[src/rtl/j1850_tx_pkg.sv]
package j1850_tx_pkg;
  typedef enum logic [2:0] {
    ST_IDLE,
    ST_WAIT,
    ST_SOF,
    ST_DATA,
    ST_EOD
  } tx_state_e;
endpackage

[src/rtl/j1850_idle_mon.sv]
module j1850_idle_mon #(
  parameter int IDLE_T = 14
) (
  input  logic clk,
  input  logic rst,
  input  logic bus_in,
  output logic bus_free
);
  localparam int IW = $clog2(IDLE_T + 1);

  logic [IW-1:0] run_q;

  always_ff @(posedge clk) begin
    if (rst) begin
      run_q <= '0;
    end else if (bus_in) begin
      run_q <= '0;
    end else if (run_q != IW'(IDLE_T)) begin
      run_q <= run_q + 1'b1;
    end
  end

  assign bus_free = (run_q == IW'(IDLE_T));

  AST_FREE_NEEDS_QUIET: assert property (@(posedge clk) disable iff (rst)
    bus_in |=> !bus_free);
endmodule

[src/rtl/j1850_crc8.sv]
module j1850_crc8 #(
  parameter logic [7:0] POLY = 8'h1D,
  parameter logic [7:0] SEED = 8'hFF
) (
  input  logic       clk,
  input  logic       rst,
  input  logic       init,
  input  logic       en,
  input  logic [7:0] din,
  output logic [7:0] crc_byte
);
  logic [7:0] acc_q;

  function automatic logic [7:0] step(input logic [7:0] c, input logic [7:0] d);
    logic [7:0] r;
    r = c ^ d;
    for (int i = 0; i < 8; i++) begin
      r = r[7] ? ((r << 1) ^ POLY) : (r << 1);
    end
    return r;
  endfunction

  always_ff @(posedge clk) begin
    if (rst || init) begin
      acc_q <= SEED;
    end else if (en) begin
      acc_q <= step(acc_q, din);
    end
  end

  assign crc_byte = ~acc_q;
endmodule

[src/rtl/j1850_tx_seq.sv]
module j1850_tx_seq
  import j1850_tx_pkg::*;
#(
  parameter int SHORT_T = 4,
  parameter int LONG_T  = 8,
  parameter int SOF_T   = 12,
  parameter int EOD_T   = 10,
  parameter int IDLE_T  = 14
) (
  input  logic       clk,
  input  logic       rst,
  input  logic       wr_en,
  input  logic [7:0] wr_data,
  input  logic       eod_set,
  output logic [7:0] rd_data,
  output logic       tdre,
  output logic       tdre_irq,
  output logic       eod_bit,
  output logic       busy,
  output logic       arb_lost,
  output logic       tx_fault,
  input  logic       bus_in,
  output logic       bus_out
);
  localparam int M1   = (LONG_T > SOF_T) ? LONG_T : SOF_T;
  localparam int MAXT = (M1 > EOD_T) ? M1 : EOD_T;
  localparam int CW   = $clog2(MAXT + 1);

  tx_state_e     state_q;
  logic [CW-1:0] cnt_q;
  logic [7:0]    hold_q, sh_q, byte_q, rd_q;
  logic [2:0]    bit_q;
  logic          hold_full_q, eod_q, in_crc_q, bus_out_q, arb_q, flt_q;
  logic          bus_free;
  logic [7:0]    crc_byte;

  logic phase_end, start, abort_arb, abort_flt, byte_end;
  logic take_hold, send_crc, go_eod, underrun, wr_ok, eod_ok;
  logic [7:0] load_val;

  function automatic logic [CW-1:0] dur(input logic b, input logic act);
    return (b ^ act) ? CW'(LONG_T - 1) : CW'(SHORT_T - 1);
  endfunction

  j1850_idle_mon #(.IDLE_T(IDLE_T)) u_idle (
    .clk(clk), .rst(rst), .bus_in(bus_in), .bus_free(bus_free)
  );

  j1850_crc8 u_crc (
    .clk(clk), .rst(rst), .init(start), .en(take_hold),
    .din(hold_q), .crc_byte(crc_byte)
  );

  always_comb begin
    phase_end = (cnt_q == '0);
    start     = wr_en && (state_q == ST_IDLE);
    abort_arb = (state_q == ST_DATA) && !bus_out_q && bus_in;
    abort_flt = ((state_q == ST_DATA) && bus_out_q && !bus_in) ||
                ((state_q == ST_SOF) && !bus_in);
    byte_end  = (state_q == ST_DATA) && !abort_arb && !abort_flt &&
                phase_end && (bit_q == 3'd7);
    go_eod    = byte_end && in_crc_q;
    take_hold = hold_full_q && !in_crc_q &&
                (byte_end || ((state_q == ST_SOF) && !abort_flt && phase_end));
    send_crc  = byte_end && !in_crc_q && !hold_full_q && eod_q;
    underrun  = byte_end && !in_crc_q && !hold_full_q && !eod_q;
    load_val  = send_crc ? crc_byte : hold_q;
    eod_ok    = eod_set && !in_crc_q &&
                (state_q == ST_WAIT || state_q == ST_SOF || state_q == ST_DATA);
    wr_ok     = wr_en && !hold_full_q && !in_crc_q && !eod_q &&
                (state_q == ST_SOF || state_q == ST_DATA);
  end

  always_ff @(posedge clk) begin
    if (rst) begin
      state_q     <= ST_IDLE;
      cnt_q       <= '0;
      hold_q      <= '0;
      sh_q        <= '0;
      byte_q      <= '0;
      rd_q        <= '0;
      bit_q       <= '0;
      hold_full_q <= 1'b0;
      eod_q       <= 1'b0;
      in_crc_q    <= 1'b0;
      bus_out_q   <= 1'b0;
      arb_q       <= 1'b0;
      flt_q       <= 1'b0;
    end else begin
      if (cnt_q != '0) cnt_q <= cnt_q - 1'b1;
      if (wr_ok) begin
        hold_q      <= wr_data;
        hold_full_q <= 1'b1;
      end
      if (eod_ok) eod_q <= 1'b1;

      case (state_q)
        ST_IDLE: if (start) begin
          state_q     <= ST_WAIT;
          hold_q      <= wr_data;
          hold_full_q <= 1'b1;
          in_crc_q    <= 1'b0;
          eod_q       <= 1'b0;
          arb_q       <= 1'b0;
          flt_q       <= 1'b0;
        end
        ST_WAIT: if (bus_free) begin
          state_q   <= ST_SOF;
          bus_out_q <= 1'b1;
          cnt_q     <= CW'(SOF_T - 1);
        end
        ST_SOF, ST_DATA: begin
          if (abort_arb || abort_flt || underrun) begin
            state_q     <= ST_IDLE;
            bus_out_q   <= 1'b0;
            hold_full_q <= 1'b0;
            eod_q       <= 1'b0;
            in_crc_q    <= 1'b0;
            arb_q       <= abort_arb;
            flt_q       <= abort_flt || underrun;
          end else if (state_q == ST_DATA && phase_end) begin
            if (bit_q != 3'd7) begin
              bit_q     <= bit_q + 3'd1;
              sh_q      <= sh_q << 1;
              bus_out_q <= ~bus_out_q;
              cnt_q     <= dur(sh_q[6], ~bit_q[0]);
            end else begin
              rd_q <= byte_q;
              if (go_eod) begin
                state_q   <= ST_EOD;
                bus_out_q <= 1'b0;
                in_crc_q  <= 1'b0;
                cnt_q     <= CW'(EOD_T - 1);
              end
            end
          end
        end
        ST_EOD: if (phase_end) state_q <= ST_IDLE;
        default: state_q <= ST_IDLE;
      endcase

      if (take_hold || send_crc) begin
        state_q   <= ST_DATA;
        sh_q      <= load_val;
        byte_q    <= load_val;
        bit_q     <= 3'd0;
        bus_out_q <= 1'b0;
        cnt_q     <= dur(load_val[7], 1'b0);
      end
      if (take_hold) hold_full_q <= 1'b0;
      if (send_crc) begin
        in_crc_q <= 1'b1;
        eod_q    <= 1'b0;
      end
    end
  end

  assign rd_data  = rd_q;
  assign tdre     = !hold_full_q;
  assign busy     = (state_q != ST_IDLE);
  assign tdre_irq = tdre && busy && !eod_q;
  assign eod_bit  = eod_q;
  assign arb_lost = arb_q;
  assign tx_fault = flt_q;
  assign bus_out  = bus_out_q;

  AST_IDLE_QUIET: assert property (@(posedge clk) disable iff (rst)
    (state_q == ST_IDLE) |-> !bus_out_q);
  AST_WAIT_FOR_FREE: assert property (@(posedge clk) disable iff (rst)
    (state_q == ST_WAIT && !bus_free) |=> (state_q != ST_SOF));
  AST_FULL_WRITE_IGNORED: assert property (@(posedge clk) disable iff (rst)
    (hold_full_q && wr_en) |=> $stable(hold_q));
  AST_ARB_ABORT: assert property (@(posedge clk) disable iff (rst)
    (state_q == ST_DATA && !bus_out_q && bus_in) |=>
      (state_q == ST_IDLE && arb_q && !bus_out_q && !eod_q));
  AST_EOD_DROP: assert property (@(posedge clk) disable iff (rst)
    $fell(eod_q) |-> (in_crc_q || state_q == ST_IDLE));
endmodule

[config.mk]
export PLATFORM = sky130hd
export DESIGN_NAME = j1850_tx_seq
export DESIGN_NICKNAME = d
export VERILOG_FILES = /design/src/rtl/j1850_tx_pkg.sv /design/src/rtl/j1850_idle_mon.sv /design/src/rtl/j1850_crc8.sv /design/src/rtl/j1850_tx_seq.sv
export SDC_FILE = /design/constraint.sdc
export NUM_CORES = 1
export LEC_CHECK = 0
export ABC_CLOCK_PERIOD_IN_PS = 6600
export BUFFER_PORTS_ARGS = -buffer_cell sky130_fd_sc_hd__buf_2
export CAP_MARGIN = 10
export CORE_ASPECT_RATIO = 1.2
export CORE_MARGIN = 2
export CORE_UTILIZATION = 50
export DETAILED_ROUTE_END_ITERATION = 7
export GPL_TIMING_DRIVEN = 0
export PLACE_DENSITY = 0.73
export SLEW_MARGIN = 15
export SYNTH_ARGS = -nofsm -noshare
export SYNTH_HDL_FRONTEND = slang
export SYNTH_SLANG_ARGS = --single-unit
[constraint.sdc]
create_clock -name clk -period 6.6 [get_ports clk]
set_clock_uncertainty 0.15 [all_clocks]
set_input_delay 1.32 -clock clk [delete_from_list [all_inputs] [get_ports clk]]
set_output_delay 1.32 -clock clk [all_outputs]
set_load 0.05 [all_outputs]
==> reports/results.ini, run 1 <==
[route]
wl_per_cell_um = 15.7
vias = 2703
drt_wl_total_mm = 7.24
drtAntennaViolNets = 0
drc = 0
drt_iter0_drc = 200
drtPass1Iterations = 6
drt-vias-per-instance = 5.88

[power]
vdd_drop_max_v = 0.000146
sw_frac_of_total_pct = 29.6
power_density_nw_per_um2 = 267
power_frac_comb_pct = 17.9
clkPwrFrac_pct = 40.5
p_switching_uw = 273
p_seq_share_pct = 41.6
p_leak_nw = 1.41
intPower_uw = 651

[final_layout]
utilization_pct = 60.3
drive_gt1_share_pct = 15.8
nets = 393
antennaDiodeCount = 0
syn_to_final_growth_pct = 15.3

[synthesis]
synth_edf_count = 0
yosysSeqAreaShare_pct = 39.3
syn_area_um2 = 3000
ys.flop_type = dfxtp_1
synth_warnings = 0
yosys_register_bits = 59
syn_inst = 337
syn_avg_cell_area_um2 = 8.91
synthArstFlopShare_pct = 0
synth_fp_nets = 355
ys_types = 50

[worst_hold_path]
holdCritStartpoint = byte_q[0]
min_path_cells = 1
hold_end = byte_q[0]
hold_path.class = reg2reg

[place]
hpwl_mm = 5.04
gp_congestion = 0.923
port_buffers = 27
dp_slack_ps = 3280

[sta]
setup_viol = 0
worst_pin_slew_ps = 736
period_needed_ps = 3180
hold_viol = 0
finalCritPeriodShare_pct = 48.2
tns_ps = 0
slew_headroom_pct = 50.9
timing.final.ws_setup_ps = 3420
rsz0062_at_grt = false
max_clock_freq_mhz = 314
slew_violations = 0

[grt]
grt_pass1_wl_mm = 11.9
gr-total-overflow = 0
grt.total_usage_pct = 23.7
grt_max_degree = 13
antenna_found_initial = 0
grt_pass1_vias = 2573

[critical_path]
reg2reg_from = bit_q[0]
startpoint_type = flop
critical_path.endpoint_type = output port
r2r-end = sh_q[5]
cp.arrival_ps = 1710
r2r_setup_slack_ps = 3980
ff2ff_path_depth = 8
crit_required_ps = 5130
path_class = reg2out
path_max_fanout = 10

[floorplan]
die_x_um = 74.8
start_util_pct = 52.3
row_count = 30
die_h_um = 88.9
dieArea_um2 = 6650
io_pins = 28
core_area_um2 = 5740

[run]
maxCapViolCount = 0

[cts]
cts.sinks = 59
cts_setup_buffers = 0
htree_levels = 3
cts_tree = built
cts.hold.buffers_added = 0
clock_latency_ps = 340
max-clock-path-buffers = 2
clkTransAtPathRegs_ps = 70
cts.repair.resized = 0
root_buffer = clkbuf_8
cts_buffers = 9

[run_status]
status = finished clean

## logic make-up after synthesis
family	Yosys count	synth area share, %
buffers and inverters	28	3.96
xor gates and xnor gates	32	9.79
adders and majority gates	5	2.08
and+or+nand+nor	107	19.5
muxes	23	7.87
DFF	59	39.3
AOI/OAI and AO/OA	83	17.5
## layer usage
layer,wire [um],global-route usage (%),vias up
li1,-,-,1295
met1,3020,27.8,1262
met2,3540,39.7,119
met3,419,5.52,27
met4,252,12.5,0
met5,0,0,-
## state kept, by name, indices dropped and copies added (netlist names)
name	count
u_idle.run_q	4
rd_data	8
tx_fault	1
sh_q	7
state_q	3
bus_out	1
bit_q	3
arb_lost	1
hold_q	8
hold_full_q	1
eod_bit	1
byte_q	8
in_crc_q	1
cnt_q	4
u_crc.acc_q	8
## how the worst max path moves through the flow
| stage | end | start | cells past startpoint | slack (ps) |
|---|---|---|---|---|
| after floorplan | tdre_irq | eod_bit | 2 | 3330 |
| after global placement | byte_q[6] | bus_in | 8 | 3300 |
| after detailed placement | sh_q[6] | bus_in | 8 | 3280 |
| after CTS | tdre_irq | state_q[0] | 4 | 3430 |
| after global routing | tdre_irq | state_q[0] | 4 | 3320 |
| final | tdre_irq | state_q[0] | 4 | 3420 |
## cell type report
type,instances,area (um2)
fillers,501,2280
clock inverters,7,100
flip-flops and latches,59,1180
clock buffers,9,124
inverters,9,33.8
well taps,80,100
multi-input cells,250,1700
repair buffers,27,135
plain buffers,19,85.1
## cell usage after synthesis, types with 6 or more instances
cell type	n	area (um2)
dfxtp_1	59	1180
nor2_1	36	135
a21oi_1	29	145
mux2i_1	18	180
xnor2_1	18	158
nand3_1	15	75.1
o21ai_0	14	70.1
clkbuf_1	13	48.8
nand2_1	13	48.8
xor2_1	13	114
nor4_1	11	68.8
inv_1	9	33.8
o211ai_1	8	60.1
o2bb2ai_1	8	70.1
nor3_1	6	30.0
## stage by stage
stage	area [um2]	cells	power (mW)	hold WS, ps
2_1_floorplan	3000	337	0.519	282
3_3_place_gp	3240	444	0.551	303
3_5_place_dp	3240	444	0.555	303
4_1_cts	3460	460	0.927	321
5_1_grt	3460	460	0.961	339
6_report	3460	460	0.924	319
## power by group through the flow
stage / sequential, mW / combinational (mW) / clock, mW
6_report: 0.384 / 0.165 / 0.374
5_1_grt: 0.386 / 0.184 / 0.391
4_1_cts: 0.384 / 0.164 / 0.379
3_5_place_dp: 0.392 / 0.163 / 0
3_3_place_gp: 0.392 / 0.160 / 0
2_1_floorplan: 0.390 / 0.129 / 0
## cell usage in the layout (no fill, tap or decap), types with 4 or more instances in the layout
cell        n
dfxtp_1    59
o211ai_1    8
clkbuf_1   13
nor2_1     36
nand3_1    15
xnor2_1    18
xor2_1     13
buf_2      32
nor4_1     11
or3_1       5
o21ai_0    14
nor3_1      6
inv_1       9
a31oi_1     4
ha_1        5
mux2_2      5
a21oi_1    29
mux2i_1    18
o2bb2ai_1   8
nand2_1    13
clkbuf_8    9
## critical path: stages (launching register included)
cell and delay, ps:
dfxtp_1 390, clkbuf_1 390, nor3_1 130, nor3_1 160, buf_2 290
Power figures use the tool's default switching activity.
==> run 2, diff against run 1 <==
--- a/config.mk
+++ b/config.mk
@@ -5,7 +5,8 @@
 export SDC_FILE = /design/constraint.sdc
 export NUM_CORES = 1
 export LEC_CHECK = 0
-export ABC_CLOCK_PERIOD_IN_PS = 6600
+export ABC_AREA = 1
+export ABC_CLOCK_PERIOD_IN_PS = 2700
 export BUFFER_PORTS_ARGS = -buffer_cell sky130_fd_sc_hd__buf_2
 export CAP_MARGIN = 10
 export CORE_ASPECT_RATIO = 1.2
@@ -13,7 +14,7 @@
 export CORE_UTILIZATION = 50
 export DETAILED_ROUTE_END_ITERATION = 7
 export GPL_TIMING_DRIVEN = 0
-export PLACE_DENSITY = 0.73
+export PLACE_DENSITY = 0.75
 export SLEW_MARGIN = 15
 export SYNTH_ARGS = -nofsm -noshare
 export SYNTH_HDL_FRONTEND = slang
==> constraint.sdc (replaced) <==
create_clock -name clk -period 2.7 [get_ports clk]
set_clock_uncertainty 0.15 [all_clocks]
set_input_delay 0.54 -clock clk [delete_from_list [all_inputs] [get_ports clk]]
set_output_delay 0.54 -clock clk [all_outputs]
set_load 0.05 [all_outputs]
==> reports/results.ini, run 2 <==
[critical_path]
cp_top_family = simple AND/OR/NAND/NOR gates
crit_chain = nor2_1 > nand2_1 > nand2_1 > nor2_1 > buf_2
reg2reg_from = cnt_q[0]
path_buf_inv = 1  ; -1
slowest_stage = dfxtp_1
crit_path_max_incr_delay_ps = 440  ; +50 ps
path_max_fanout = 7  ; -3
critical_path.endpoint_type = output port
startpoint_type = flop
cp.arrival_ps = 1540  ; -170 ps
path_class = reg2out
crit_required_ps = 2010  ; -3120 ps
setup.worst_path.start = state_q[1]

[place]
port_buffers = 26  ; -3.7%
hpwl_mm = 6.16  ; +22%
dpl-instance-area_um2 = 3570  ; +10%
dp.cells = 588  ; +32%
dp_slack_ps = 499  ; -2780 ps
gp_congestion = 0.915  ; -0.83%

[cts]
cts.sinks = 59  ; unchanged
cts_buffers = 9  ; unchanged
cts.hold.buffers_added = 0  ; unchanged
cts_setup_buffers = 0  ; unchanged
cts.repair.resized = 0  ; unchanged
htree_levels = 3  ; unchanged
clkTransAtPathRegs_ps = 70  ; about the same
cts_tree = built
root_buffer = clkbuf_8
max-clock-path-buffers = 2  ; unchanged
clock_latency_ps = 350  ; about the same

[synthesis]
synth-compound-area-share_pct = 11.7  ; -5.8 points
yosysMostFrequentCell = nand2_1
yosys-top-cells-area = dfxtp_1 (35%), nand2_1 (12%), nand3_1 (7.7%), nor2_1 (6.3%), a21oi_1 (5.3%)
synth_top_area_cell = dfxtp_1
synth_warnings = 0  ; unchanged
ys.flop_type = dfxtp_1
yosys-top-cells-count = nand2_1 (109), dfxtp_1 (59), nor2_1 (56), nand3_1 (51), inv_1 (37)
synth_fp_nets = 495  ; +39%
synthMuxAreaShare_pct = 0  ; -7.9 points
synth_top_family_by_area = simple AND/OR/NAND/NOR gates
synthArstFlopShare_pct = 0  ; unchanged
syn_avg_cell_area_um2 = 6.99  ; -22%
synthAdderAreaFrac_pct = 1.88  ; -0.21 points
synth_edf_count = 0  ; unchanged
yosysSeqAreaShare_pct = 35.4  ; -3.9 points
synth.top_cell.area_share_pct = 35.4  ; -3.9 points
ys_types = 38  ; -24%
syn_inst = 477  ; +42%
synth-xor-area-share_pct = 6.83  ; -3.0 points
synth-simple-area-share_pct = 36.5  ; +17 points
yosys_register_bits = 59  ; unchanged
syn_area_um2 = 3330  ; +11%

[route]
drtAntennaViolNets = 0  ; unchanged
drt-vias-per-instance = 5.26  ; -10%
drt_wl_total_mm = 8.29  ; +15%
drt_iter0_drc = 170  ; -15%
vias = 3177  ; +18%
drtPass1Iterations = 4  ; -2
drc = 0  ; unchanged
wl_per_cell_um = 13.7  ; -13%

[final_layout]
utilization_pct = 58.9  ; -1.4 points
antennaDiodeCount = 0  ; unchanged
nets = 532  ; +35%
layout_commonest_cell = nand2_1
syn_to_final_growth_pct = 13.9
n_fill_cell = 600  ; +20%
final_cell_mix = nand2_1 (109), dfxtp_1 (59), nor2_1 (56)
drive_gt1_share_pct = 15.4  ; -0.38 points
design_area_um2 = 3800  ; +9.6%
final_cells = 604  ; +31%

[sta]
rsz0062_at_grt = false
finalCritPeriodShare_pct = 82.4
period_needed_ps = 2230
slew_violations = 0  ; unchanged
timing.final.ws_setup_ps = 475  ; -2940 ps
worst_pin_slew_ps = 677  ; -58.9 ps
hold_viol = 0  ; unchanged
tns_ps = 0  ; unchanged
max_clock_freq_mhz = 449
setup_viol = 0  ; unchanged
fin_hold_ws_ps = 265  ; -53.6 ps
slew_headroom_pct = 54.6  ; +3.7 points

[floorplan]
core_area_um2 = 6450  ; +12%
start_util_pct = 51.7  ; -0.60 points
die_x_um = 78.5  ; +5.0%
die_h_um = 93.4  ; +5.1%
row_count = 32  ; +6.7%
io_pins = 28  ; unchanged
dieArea_um2 = 7340  ; +10%

[worst_hold_path]
holdCritStartpoint = wr_data[6]
hold_path.class = in2reg

[grt]
grt_max_degree = 11  ; -2
grt_pass1_wl_mm = 13.9  ; +17%
grt.total_usage_pct = 24.3  ; +0.68 points
gr-total-overflow = 0  ; unchanged
antenna_found_initial = 0  ; unchanged
grt_pass1_vias = 3002  ; +17%

[power]
vdd_drop_max_v = 0.000429  ; +190%
power_density_nw_per_um2 = 684  ; +160%
power.total_mw = 2.60  ; +180%
p_leak_nw = 1.73  ; +23%

[run_status]
status = finished clean

[run]
maxCapViolCount = 0  ; unchanged

-- run 2: final timing paths --
check	endpoint	slack, ps	cells past startpoint
setup / recovery	tdre_irq	470	5
hold / removal	hold_q[6]	270	3
setup reg to reg	sh_q[5]	480	14
hold reg to reg	byte_q[7]	300	2
-- run 2: power by group --
group | switching (mW) | internal [mW] | total [mW]
sequential | 0.0517 | 0.924 | 0.976
combinational | 0.460 | 0.233 | 0.693
clock | 0.359 | 0.569 | 0.928
-- run 2: worst register-to-register path: stages, from the launching register on --
cell and delay [ps]:
dfxtp_1 330, inv_1 60, ha_1 150, nand2_1 160, nor2_8 210, nand3_4 130
nor2_8 210, nand2_8 100, buf_6 180, nand2_1 70, nand2_1 60, nand2_2 110
nand3_1 80, nand2_1 80, nor2_2 40
-- run 2: cells by family (layout without fill, tap and decap cells) --
family,after synthesis,in the layout
compound gates,76,76
xor+xnor,26,26
fa+ha+maj,5,5
buf+inv,55,97
flops,59,59
simple gates,256,256
-- run 2: cell type report --
cell class              count  area (um2)  share of cell area [%]
inverters                  42         158                    4.15
clock buffers              12         155                    4.09
well taps                  85         106                    2.80
flip-flops and latches     59        1180                    31.1
repair buffers             26         130                    3.43
clock inverters             4        72.6                    1.91
plain buffers              13        96.3                    2.54
multi-input cells         363        1900                    50.0
-- run 2: layer usage --
layer / track usage (%) / vias to the layer above / part of all wire (%)
met5: 0 / - / 0
met4: 14.6 / 0 / 3.7
met3: 4.15 / 22 / 4.5
met2: 41.5 / 67 / 49
met1: 28.3 / 1460 / 43
li1: - / 1628 / -
